## config.mk

```make
export PLATFORM = sky130hd
export DESIGN_NAME = sdram_mrs_issuer
export DESIGN_NICKNAME = d
export VERILOG_FILES = /design/src/rtl/sdram_mrs_pkg.sv /design/src/rtl/mrs_cfg_regs.sv /design/src/rtl/mrs_addr_compose.sv /design/src/rtl/mrs_seq.sv /design/src/rtl/sdram_mrs_issuer.sv
export SDC_FILE = /design/constraint.sdc
export NUM_CORES = 1
export LEC_CHECK = 0
export BUFFER_PORTS_ARGS = -buffer_cell sky130_fd_sc_hd__buf_4
export CAP_MARGIN = 10
export CORE_ASPECT_RATIO = 1.25
export CORE_MARGIN = 5
export CORE_UTILIZATION = 25
export DETAILED_ROUTE_END_ITERATION = 12
export PLACE_DENSITY = 0.53
export SLEW_MARGIN = 10
export SYNTH_ARGS = -nofsm -noshare
export SYNTH_HDL_FRONTEND = slang
export SYNTH_HIERARCHICAL = 1
export SYNTH_SLANG_ARGS = --single-unit
```

## constraint.sdc

```tcl
create_clock -name clk_i -period 1.8 [get_ports clk_i]
set_input_delay 0.09 -clock clk_i [delete_from_list [all_inputs] [get_ports clk_i]]
set_output_delay 0.09 -clock clk_i [all_outputs]
set_load 0.02 [all_outputs]
```

## src/rtl/sdram_mrs_pkg.sv

```systemverilog
package sdram_mrs_pkg;

  localparam int CL_W   = 3;
  localparam int MODE_W = 7;  // CL + burst type + burst length

  localparam logic [2:0] BL_FOUR  = 3'b010;
  localparam logic       BT_SEQ   = 1'b0;
  localparam logic [2:0] CL_SHORT = 3'b010;
  localparam logic [2:0] CL_LONG  = 3'b011;

  typedef enum logic [1:0] {
    ST_IDLE,
    ST_WAIT,
    ST_ISSUE,
    ST_DONE
  } seq_state_e;

  function automatic logic [CL_W-1:0] cl_code(input logic timing_bit);
    return timing_bit ? CL_LONG : CL_SHORT;
  endfunction

endpackage

```

## src/rtl/mrs_cfg_regs.sv

```systemverilog
module mrs_cfg_regs
  import sdram_mrs_pkg::*;
#(
  parameter int NUM_PAIRS   = 2,
  parameter int USER_W      = 8,
  parameter int PAIR_STRIDE = 16
) (
  input  logic                             clk_i,
  input  logic                             rst_ni,
  input  logic                             we_i,
  input  logic [NUM_PAIRS*PAIR_STRIDE-1:0] wdata_i,
  input  logic [NUM_PAIRS-1:0]             timing_cl_i,
  output logic [NUM_PAIRS*USER_W-1:0]      user_o,
  output logic [NUM_PAIRS*PAIR_STRIDE-1:0] rdata_o
);

  localparam int FIELD_W = USER_W + MODE_W;
  localparam int PAD_W   = PAIR_STRIDE - FIELD_W;

  for (genvar p = 0; p < NUM_PAIRS; p++) begin : g_pair
    localparam int BASE = p * PAIR_STRIDE;
    logic [USER_W-1:0] user_q;

    always_ff @(posedge clk_i or negedge rst_ni) begin
      if (!rst_ni)   user_q <= '0;
      else if (we_i) user_q <= wdata_i[BASE+MODE_W +: USER_W];
    end

    assign user_o[p*USER_W +: USER_W] = user_q;
    assign rdata_o[BASE +: PAIR_STRIDE] =
      {{PAD_W{1'b0}}, user_q, cl_code(timing_cl_i[p]), BT_SEQ, BL_FOUR};

    assert_user_capture_R2: assert property (@(posedge clk_i) disable iff (!rst_ni)
      we_i |=> user_o[p*USER_W +: USER_W] == $past(wdata_i[BASE+MODE_W +: USER_W]));

    assert_burst_fixed_R3: assert property (@(posedge clk_i) disable iff (!rst_ni)
      rdata_o[BASE +: 4] == {BT_SEQ, BL_FOUR});
  end

endmodule

```

## src/rtl/mrs_addr_compose.sv

```systemverilog
module mrs_addr_compose
  import sdram_mrs_pkg::*;
#(
  parameter int USER_W = 8,
  parameter int ADDR_W = 25
) (
  input  logic [USER_W-1:0] user_i,
  input  logic              timing_bit_i,
  output logic [ADDR_W-1:0] ma_o
);

  localparam int LOW_W = ADDR_W - USER_W - MODE_W;

  assign ma_o = {user_i, cl_code(timing_bit_i), BT_SEQ, BL_FOUR, {LOW_W{1'b0}}};

endmodule

```

## src/rtl/mrs_seq.sv

```systemverilog
module mrs_seq
  import sdram_mrs_pkg::*;
#(
  parameter int NUM_PAIRS      = 2,
  parameter int BANKS_PER_PAIR = 2,
  parameter int ADDR_W         = 25
) (
  input  logic                                clk_i,
  input  logic                                rst_ni,
  input  logic                                write_i,
  input  logic                                banks_idle_i,
  input  logic [NUM_PAIRS*BANKS_PER_PAIR-1:0] bank_en_i,
  input  logic [NUM_PAIRS*ADDR_W-1:0]         pair_ma_i,
  output logic [ADDR_W-1:0]                   ma_o,
  output logic [NUM_PAIRS*BANKS_PER_PAIR-1:0] cs_n_o,
  output logic                                ras_n_o,
  output logic                                cas_n_o,
  output logic                                we_n_o,
  output logic                                busy_o,
  output logic                                done_o
);

  localparam int NBANK  = NUM_PAIRS * BANKS_PER_PAIR;
  localparam int PAIR_W = (NUM_PAIRS > 1) ? $clog2(NUM_PAIRS) : 1;
  localparam logic [PAIR_W-1:0] LAST_PAIR = PAIR_W'(NUM_PAIRS - 1);

  seq_state_e          state_q, state_d;
  logic [PAIR_W-1:0]   pair_q, pair_d;
  logic                pend_q, pend_d;
  logic [ADDR_W-1:0]   ma_q;
  logic [NBANK-1:0]    cs_sel_q;
  logic                load_cmd;
  logic [NBANK-1:0]    pair_mask;

  always_comb begin
    pair_mask = '0;
    pair_mask[pair_q*BANKS_PER_PAIR +: BANKS_PER_PAIR] = '1;
  end

  always_comb begin
    state_d  = state_q;
    pair_d   = pair_q;
    pend_d   = pend_q | write_i;
    load_cmd = 1'b0;
    unique case (state_q)
      ST_IDLE: if (pend_q) begin
        state_d = ST_WAIT;
        pair_d  = '0;
        pend_d  = write_i;
      end
      ST_WAIT: if (banks_idle_i) begin
        state_d  = ST_ISSUE;
        load_cmd = 1'b1;
      end
      ST_ISSUE: begin
        if (pair_q == LAST_PAIR) state_d = ST_DONE;
        else begin
          state_d = ST_WAIT;
          pair_d  = pair_q + 1'b1;
        end
      end
      ST_DONE: state_d = ST_IDLE;
      default: state_d = ST_IDLE;
    endcase
  end

  always_ff @(posedge clk_i or negedge rst_ni) begin
    if (!rst_ni) begin
      state_q  <= ST_IDLE;
      pair_q   <= '0;
      pend_q   <= 1'b0;
      ma_q     <= '0;
      cs_sel_q <= '0;
    end else begin
      state_q <= state_d;
      pair_q  <= pair_d;
      pend_q  <= pend_d;
      if (load_cmd) begin
        ma_q     <= pair_ma_i[pair_q*ADDR_W +: ADDR_W];
        cs_sel_q <= bank_en_i & pair_mask;
      end
    end
  end

  logic issuing;
  assign issuing = (state_q == ST_ISSUE);

  assign ma_o    = ma_q;
  assign cs_n_o  = issuing ? ~cs_sel_q : '1;
  assign ras_n_o = ~issuing;
  assign cas_n_o = ~issuing;
  assign we_n_o  = ~issuing;
  assign busy_o  = pend_q | (state_q == ST_WAIT) | issuing;
  assign done_o  = (state_q == ST_DONE);

  assert_issue_needs_idle_R6: assert property (@(posedge clk_i) disable iff (!rst_ni)
    !ras_n_o |-> $past(banks_idle_i));

  assert_single_cycle_cmd_R5: assert property (@(posedge clk_i) disable iff (!rst_ni)
    !ras_n_o |=> ras_n_o);

  assert_strobes_together_R5: assert property (@(posedge clk_i) disable iff (!rst_ni)
    (ras_n_o == cas_n_o) && (cas_n_o == we_n_o));

  assert_mode_bits_R7: assert property (@(posedge clk_i) disable iff (!rst_ni)
    !ras_n_o |-> (ma_o[13:10] == 4'b0010) && (ma_o[9:0] == '0));

  assert_done_pulse_R9: assert property (@(posedge clk_i) disable iff (!rst_ni)
    done_o |=> !done_o);

  assert_busy_after_write_R9: assert property (@(posedge clk_i) disable iff (!rst_ni)
    write_i |=> busy_o);

  assert_pending_kept_R10: assert property (@(posedge clk_i) disable iff (!rst_ni)
    (write_i && busy_o) |=> busy_o);

  for (genvar b = 0; b < NBANK; b++) begin : g_cs_chk
    assert_cs_gated_R8: assert property (@(posedge clk_i) disable iff (!rst_ni)
      !cs_n_o[b] |-> $past(bank_en_i[b]));
  end

endmodule

```

## src/rtl/sdram_mrs_issuer.sv

```systemverilog
module sdram_mrs_issuer
  import sdram_mrs_pkg::*;
#(
  parameter int NUM_PAIRS      = 2,
  parameter int BANKS_PER_PAIR = 2,
  parameter int USER_W         = 8,
  parameter int DATA_W         = 32,
  parameter int ADDR_W         = 25
) (
  input  logic                                clk_i,
  input  logic                                rst_ni,
  input  logic                                reg_we_i,
  input  logic [DATA_W-1:0]                   reg_wdata_i,
  output logic [DATA_W-1:0]                   reg_rdata_o,
  input  logic [NUM_PAIRS-1:0]                timing_cl_i,
  input  logic [NUM_PAIRS*BANKS_PER_PAIR-1:0] bank_en_i,
  input  logic                                banks_idle_i,
  output logic [ADDR_W-1:0]                   ma_o,
  output logic [NUM_PAIRS*BANKS_PER_PAIR-1:0] cs_n_o,
  output logic                                ras_n_o,
  output logic                                cas_n_o,
  output logic                                sdram_we_n_o,
  output logic                                busy_o,
  output logic                                done_o
);

  localparam int PAIR_STRIDE = DATA_W / NUM_PAIRS;

  logic [NUM_PAIRS*USER_W-1:0] user_vals;
  logic [NUM_PAIRS*ADDR_W-1:0] pair_ma;

  mrs_cfg_regs #(
    .NUM_PAIRS  (NUM_PAIRS),
    .USER_W     (USER_W),
    .PAIR_STRIDE(PAIR_STRIDE)
  ) u_regs (
    .clk_i      (clk_i),
    .rst_ni     (rst_ni),
    .we_i       (reg_we_i),
    .wdata_i    (reg_wdata_i),
    .timing_cl_i(timing_cl_i),
    .user_o     (user_vals),
    .rdata_o    (reg_rdata_o)
  );

  for (genvar p = 0; p < NUM_PAIRS; p++) begin : g_compose
    mrs_addr_compose #(
      .USER_W(USER_W),
      .ADDR_W(ADDR_W)
    ) u_compose (
      .user_i      (user_vals[p*USER_W +: USER_W]),
      .timing_bit_i(timing_cl_i[p]),
      .ma_o        (pair_ma[p*ADDR_W +: ADDR_W])
    );
  end

  mrs_seq #(
    .NUM_PAIRS     (NUM_PAIRS),
    .BANKS_PER_PAIR(BANKS_PER_PAIR),
    .ADDR_W        (ADDR_W)
  ) u_seq (
    .clk_i       (clk_i),
    .rst_ni      (rst_ni),
    .write_i     (reg_we_i),
    .banks_idle_i(banks_idle_i),
    .bank_en_i   (bank_en_i),
    .pair_ma_i   (pair_ma),
    .ma_o        (ma_o),
    .cs_n_o      (cs_n_o),
    .ras_n_o     (ras_n_o),
    .cas_n_o     (cas_n_o),
    .we_n_o      (sdram_we_n_o),
    .busy_o      (busy_o),
    .done_o      (done_o)
  );

  assert_reserved_zero_R3: assert property (@(posedge clk_i) disable iff (!rst_ni)
    !reg_rdata_o[DATA_W-1] && !reg_rdata_o[PAIR_STRIDE-1]);

  assert_cs_only_in_cmd_R8: assert property (@(posedge clk_i) disable iff (!rst_ni)
    !(&cs_n_o) |-> !ras_n_o);

endmodule

```

==> metrics.md, run 1 <==
| Metric | Value |
|---|---|
| Outcome | finished clean |
| Kind of critical path | reg -> reg |
| Fill count | 1259 |
| Max Fclk | about 700 MHz |
| Commonest non-fill, non-tap cell in the layout | buf_4 |
| Inserted Diodes | 0 |
| Peak supply drop | 0.6154 mV |
| Via density | 3.568 |
| First-pass GRT wire length | 8.928 mm |
| CTS tree | built |
| Worst r2r src | u_seq/state_q[1] |
| Synth area leader | dfrtp_1 |
| Clock slew at reported path FFs | 0.07 ns |
| Final GP Congestion | 0.6128 |
| Total Routing Usage GR | 0.07914 |
| GR Overflow Total | 0 |
| Routed Antenna Nets | 0 |
| Clock Path Buffers | 2 |
| Final hold violations | 0 |
| Die Width | 108.6 um |
| CP Max Fanout | 17 |
| Initial Utilization | 0.2521 |
| Die area | roughly 0.014 mm2 |
| CP Capture Type | flip-flop |
| Die H | ~130 um |
| Slew @ Worst Pin | 0.6745 ns |
| Critical path launch point | u_seq/state_q[1] |
| Area growth syn-to-layout | 14.25% |
| Final setup TNS | 0 ns |
| Worst R2R Path Depth | 3 |
| Most frequent cells in the layout | buf_4 (78), dfrtp_1 (49), conb_1 (46) |
| Hold Path Class | in -> reg |
| Drt wl/cell | between 10 and 15 um |
| Final Total Pwr | 5.357 mW |
| Syn_area_per_cell | approximately 13 um2 |
| Maxcap violations | 0 |
| Leakage | 1.675 nW |
| Worst path required time | 1.98 ns |
| Syn Inst Count | 241 |
| Root buffer cell | clkbuf_16 |
| Core ar. | 0.01205 mm2 |
| Critical path depth in cells | 3 |
| Cell Chain, Critical Path | and3b_4 -> buf_12 -> mux2_4 |
| Total CTS buffers | 5 |
| Buffer count from post-CTS setup fixing | 0 |
| Register area share after synthesis | 0.4036 |
| Final setup viols | 0 |
| Delay-heaviest family, CP | flip-flops |
| Initial antenna violation count | 0 |
| Vias post-DR | 1577 |
| Cts hold-fix bufs | 1 |
| Pwr Density | 1543 mW/mm2 |
| Top post-synthesis cells by area | dfrtp_1 (40%), buf_4 (21%), mux2_4 (18%), mux2_2 (11%), buf_12 (2.0%) |
| Row count | 45 |
| Register bit total from synthesis | 49 |
| # clock sinks | about 50 |
| Slowest CP cell | dfrtp_1 |
| Mapped cell area | between 0.003 and 0.004 mm2 |
| Starting DRC count in detailed routing | 20 |
| Slew Limit Fails | 0 |
| Pre-antenna DRT Iters | 2 |
| Max_slew headroom | 0.5503 |
| Detailed Route WL | 5.523 mm |
| Post-CTS Resized | 0 |
| Crit path buf inv count | 1 |
| RSZ-0062 raised after global routing | false |
| Worst R2R Setup Slack | roughly 0.38 ns |
| Yosys cell types | 22 |
| Critical Path Max Stage Delay | 0.43 ns |
| CP arrival | 1.59 ns |
| H-tree depth | 2 |
| Tmin final | 1.416 ns |
| Worst Clk Skew | slightly above 0.007 ns |
| Layout cells sized above 1 | 0.5683 |
| CP endpoint | u_seq/ma_o[0] |
| Top-area cell type share of the netlist area | 0.4036 |
| NumNets Final | 319 |
| Period utilisation layout | 0.7865 |
| Final HPWL DP | around 3.8 mm |
| Largest net degree at the start of global routing | 50 |
| Ports | 108 |
| DRC Markers | 0 |
| Port buffer count | 77 |
| Yosys Warn Count | 6 |
| CP startpoint kind | flip-flop |
| Vias in the first global route | 1671 |
| Reg2reg end | u_seq/ma_o[0] |
| Clk_lat worst skew | 0.29 ns |
-- registers in the layout, summed over array words and instances, names as in the netlist --
| register | count |
|---|---|
| u_seq/state_q | 2 |
| u_regs/g_pair.user_q | 16 |
| u_seq/ma_o | 25 |
| u_seq/pend_q | 1 |
| u_seq/cs_sel_q | 4 |
| u_seq/pair_q | 1 |
-- worst min-delay path by stage --
| stage | startpoint | endpoint | slack [ns] | cells past startpoint |
|---|---|---|---|---|
| finish | reg_wdata_i[30] | u_regs/g_pair[1].user_q[7] | 0.03 | 2 |
| global route | reg_wdata_i[30] | u_regs/g_pair[1].user_q[7] | 0.02 | 2 |
| CTS | reg_wdata_i[30] | u_regs/g_pair[1].user_q[7] | 0.02 | 2 |
| detailed placement | rst_ni | u_regs/g_pair[0].user_q[4] | 0.17 | 1 |
| global placement | rst_ni | u_regs/g_pair[0].user_q[4] | 0.17 | 1 |
| floorplan | rst_ni | u_regs/g_pair[0].user_q[0] | -0.21 | 0 |
-- cells in the mapped netlist --
master / n
buf_4: 84
inv_1: 3
buf_2: 3
o21bai_1: 1
mux2_2: 31
clkbuf_1: 1
o31a_1: 1
buf_6: 1
mux2i_1: 2
nor2_1: 1
buf_12: 3
a21o_1: 2
nor2b_1: 3
and2_1: 1
nand2b_1: 2
mux2_4: 37
o21ai_0: 2
conb_1: 6
nand2_1: 6
and3b_4: 1
dfrtp_1: 49
buf_8: 1
-- metal layers --
| layer | share of wire | routed length (um) | GRT usage | vias to the layer above |
|---|---|---|---|---|
| li1 | - | - | - | 735 |
| met2 | 0.49 | 2720 | 0.1285 | 57 |
| met1 | 0.42 | 2298 | 0.09730 | 780 |
| met4 | 0.015 | 85 | 0.02947 | 0 |
| met3 | 0.076 | 419 | 0.02521 | 5 |
| met5 | 0 | 0 | 0 | - |
-- through the flow --
step	cells	area (um2)	setup slack, ns	hold WS, ns	util
after CTS	442	3471	0.3867	0.01707	0.2881
final	442	3471	0.3844	0.02889	0.2881
after detailed placement	433	3303	0.3991	0.1744	0.2741
after global routing	442	3471	0.3443	0.01825	0.2881
after floorplan	281	3188	0.4749	-0.2056	-
after global placement	433	3303	0.4154	0.1655	0.2741
-- worst reg2reg max path: stages (launching register included) --
cell	delay, ns
dfrtp_1	0.43
and3b_4	0.36
buf_12	0.18
mux2_4	0.33
-- layout make-up --
type                            instances  area [um2]  area share
Sequential cell                        49        1226      0.3533
Multi-Input combinational cell        136        1215      0.3500
Timing Repair Buffer                   82       655.6      0.1889
Tap cell                              164       205.2     0.05912
Clock buffer                            7       152.6     0.04398
Inverter                                3       11.26    0.003244
Clock inverter                          1       5.005    0.001442
-- where the power goes --
part / switching, mW / leakage [nW] / internal, mW
sequential: 0.272 / 0.579 / 1.51
combinational: 1.14 / 1.02 / 1.43
clock: 0.415 / 0.0799 / 0.590
-- kinds of logic (layout without fill, tap and decap cells) --
group                  after synthesis  count (layout)  share of synthesized area
other                                6              46                   0.007413
flip-flops                          49              49                     0.4036
AND/OR/NAND/NOR                     14              14                    0.02512
AO/OA/AOI/OAI                        6               6                    0.01359
buffers and inverters               96              93                     0.2459
multiplexers                        70              70                     0.3044
(Power assumes the default switching activity.)
==> run 2, diff against run 1 <==
clock period = 1.36 ns   (was 1.8 ns; I/O delays follow)
==> metrics.md, run 2 (synthesis gave the netlist of run 1 again) <==
| Metric | Value |
|---|---|
| Outcome | complete, but fails checks |
| Failing checks | setup timing |
| DRC Markers | 0 (unchanged) |
| Critical path depth in cells | 3 (unchanged) |
| Worst path required time | 1.54 ns (-0.44 ns) |
| Clk_lat worst skew | 0.29 ns (about the same) |
| Total Routing Usage GR | 0.08372 (+0.004580) |
| Leakage | 1.773 nW (+5.9%) |
| CP Capture Type | flip-flop |
| Max_slew headroom | 0.5653 (+0.01495) |
| Worst hold slack | 0.01029 ns (-0.01861 ns) |
| CP startpoint kind | flip-flop |
| Vias in the first global route | 1791 (+7.2%) |
| Pre-antenna DRT Iters | 4 (+2) |
| GR Overflow Total | 0 (unchanged) |
| Hold depth | 2 (unchanged) |
| Worst Clk Skew | 0.006339 ns (-0.0008976 ns) |
| Port buffer count | 77 (unchanged) |
| Final HPWL DP | 3.962 mm (+3.3%) |
| Period utilisation layout | 1.035 (+0.2483) |
| Inserted Diodes | 0 (unchanged) |
| Layout cells sized above 1 | 0.5797 (+0.01132) |
| Final setup TNS | -0.6261 ns (-0.6261 ns) |
| Root buffer cell | clkbuf_16 |
| Slew @ Worst Pin | 0.6521 ns (-0.02243 ns) |
| Initial Utilization | 0.2521 (unchanged) |
| Clock slew at reported path FFs | 0.07 ns (about the same) |
| H-tree depth | 2 (unchanged) |
| Max Fclk | 710.6 MHz (+0.60%) |
| Final setup viols | 23 (+23) |
| Via density | 3.580 (+0.33%) |
| Util after Layout | 0.3052 (+0.01713) |
| Slowest CP cell | and3b_4 |
| Drt wl/cell | 12.77 um (+2.2%) |
| Worst R2R Path Depth | 3 (unchanged) |
| Peak supply drop | 0.6838 mV (+11%) |
| CTS tree | built |
| Vias post-DR | 1643 (+4.2%) |
| Most frequent cells in the layout | buf_4 (77), dfrtp_1 (49), conb_1 (46) |
| Maxcap violations | 0 (unchanged) |
| CP arrival | 1.58 ns (about the same) |
| Delay-heaviest family, CP | simple AND/OR/NAND/NOR gates |
| Final Instance Area | 0.003677 mm2 (+5.9%) |
| Initial antenna violation count | 0 (unchanged) |
| Max reg flops | 25 (unchanged) |
| Largest net degree at the start of global routing | 50 (unchanged) |
| Slew Limit Fails | 0 (unchanged) |
| Tmin final | 1.407 ns (-0.008389 ns) |
| Core ar. | 0.01205 mm2 (unchanged) |
| Critical Path Max Stage Delay | 0.41 ns (-0.02 ns) |
| RSZ-0062 raised after global routing | true |
| Total CTS buffers | 5 (unchanged) |
| Placement Setup Slack | 0.008600 ns (-0.3905 ns) |
| NumNets Final | 336 (+5.3%) |
| Clock Path Buffers | 2 (unchanged) |
| Commonest non-fill, non-tap cell in the layout | buf_4 |
| Detailed Route WL | 5.863 mm (+6.2%) |
| First-pass GRT wire length | 9.473 mm (+6.1%) |
| Starting DRC count in detailed routing | 24 (+20%) |
| Routed Antenna Nets | 0 (unchanged) |
| Final GP Congestion | 0.6351 (+3.6%) |
| Kind of critical path | reg -> reg |
| Die area | 0.01447 mm2 (unchanged) |
| Cell Chain, Critical Path | and3b_4 -> clkbuf_16 -> mux2_4 |
| CP Max Fanout | 7 (-10) |
| Row count | 45 (unchanged) |
| Pwr Density | 1998 mW/mm2 (+29%) |
| Hold Path Class | in -> reg |
| Crit path buf inv count | 1 (unchanged) |
| Fill count | 1268 (+0.71%) |
| Die Width | 108.6 um (unchanged) |
| Ports | 108 (unchanged) |
| Setup WS post-layout | -0.04723 ns (-0.4316 ns) |
| Final hold violations | 0 (unchanged) |
| Die H | 133.2 um (unchanged) |
| Area growth syn-to-layout | 21.05% |
| Dpl cell area | 0.003341 mm2 (+1.1%) |
| # clock sinks | 49 (unchanged) |
## run 2: cell type report
class	count	area, um2	share of cell area
repair buffers	99	870.8	0.2368
clock buffers	8	136.4	0.03709
inverters	3	13.76	0.003743
multi-input cells	136	1225	0.3331
flip-flops and latches	49	1226	0.3334
well taps	164	205.2	0.05580
## run 2: final timing paths
kind / startpoint / to / slack [ns]
max in group asynchronous: rst_ni / u_seq/state_q[1] / 0.57
worst min-delay path: reg_wdata_i[8] / u_regs/g_pair[0].user_q[1] / 0.01
min in group asynchronous: rst_ni / u_regs/g_pair[0].user_q[4] / 0.36
worst min register to register: u_seq/ma_o[11] / u_seq/ma_o[11] / 0.52
worst max register to register: u_seq/state_q[1] / u_seq/ma_o[6] / -0.05
worst max-delay path: u_seq/state_q[1] / u_seq/ma_o[6] / -0.05
## run 2: metrics by stage
stage               cells  power [mW]
floorplan             281       4.900
global placement      438       5.894
detailed placement    438       5.927
CTS                   455       7.350
global route          459       7.829
finish                459       7.348
## run 2: power breakdown
| group | switching (mW) | total, mW | internal [mW] |
|---|---|---|---|
| clock network | 0.539 | 1.23 | 0.686 |
| registers | 0.346 | 2.35 | 2.00 |
| logic | 1.62 | 3.78 | 2.15 |
| total | 2.51 | 7.35 | 4.84 |
## run 2: repair_timing
action                     CTS  global route
gates cloned                 0             2
pin swaps                    4             1
gates resized for setup     15             1
hold endpoints to repair    55             0
setup endpoints to repair    8            33
buffers inserted             2             2
hold buffers                 7             0
## run 2: per-layer routing
metal  part of all wire  global-route usage
met4              0.014             0.02737
met2               0.49              0.1371
met1               0.43              0.1068
met3              0.064             0.02133
met5                  0                   0
## run 2: worst reg2reg max path, delay by kind of cell (launching register included)
family	cells	cell delay, ns
buffers and inverters	1	0.20
multiplexers	1	0.30
flip-flops	1	0.39
AND/OR/NAND/NOR	1	0.41
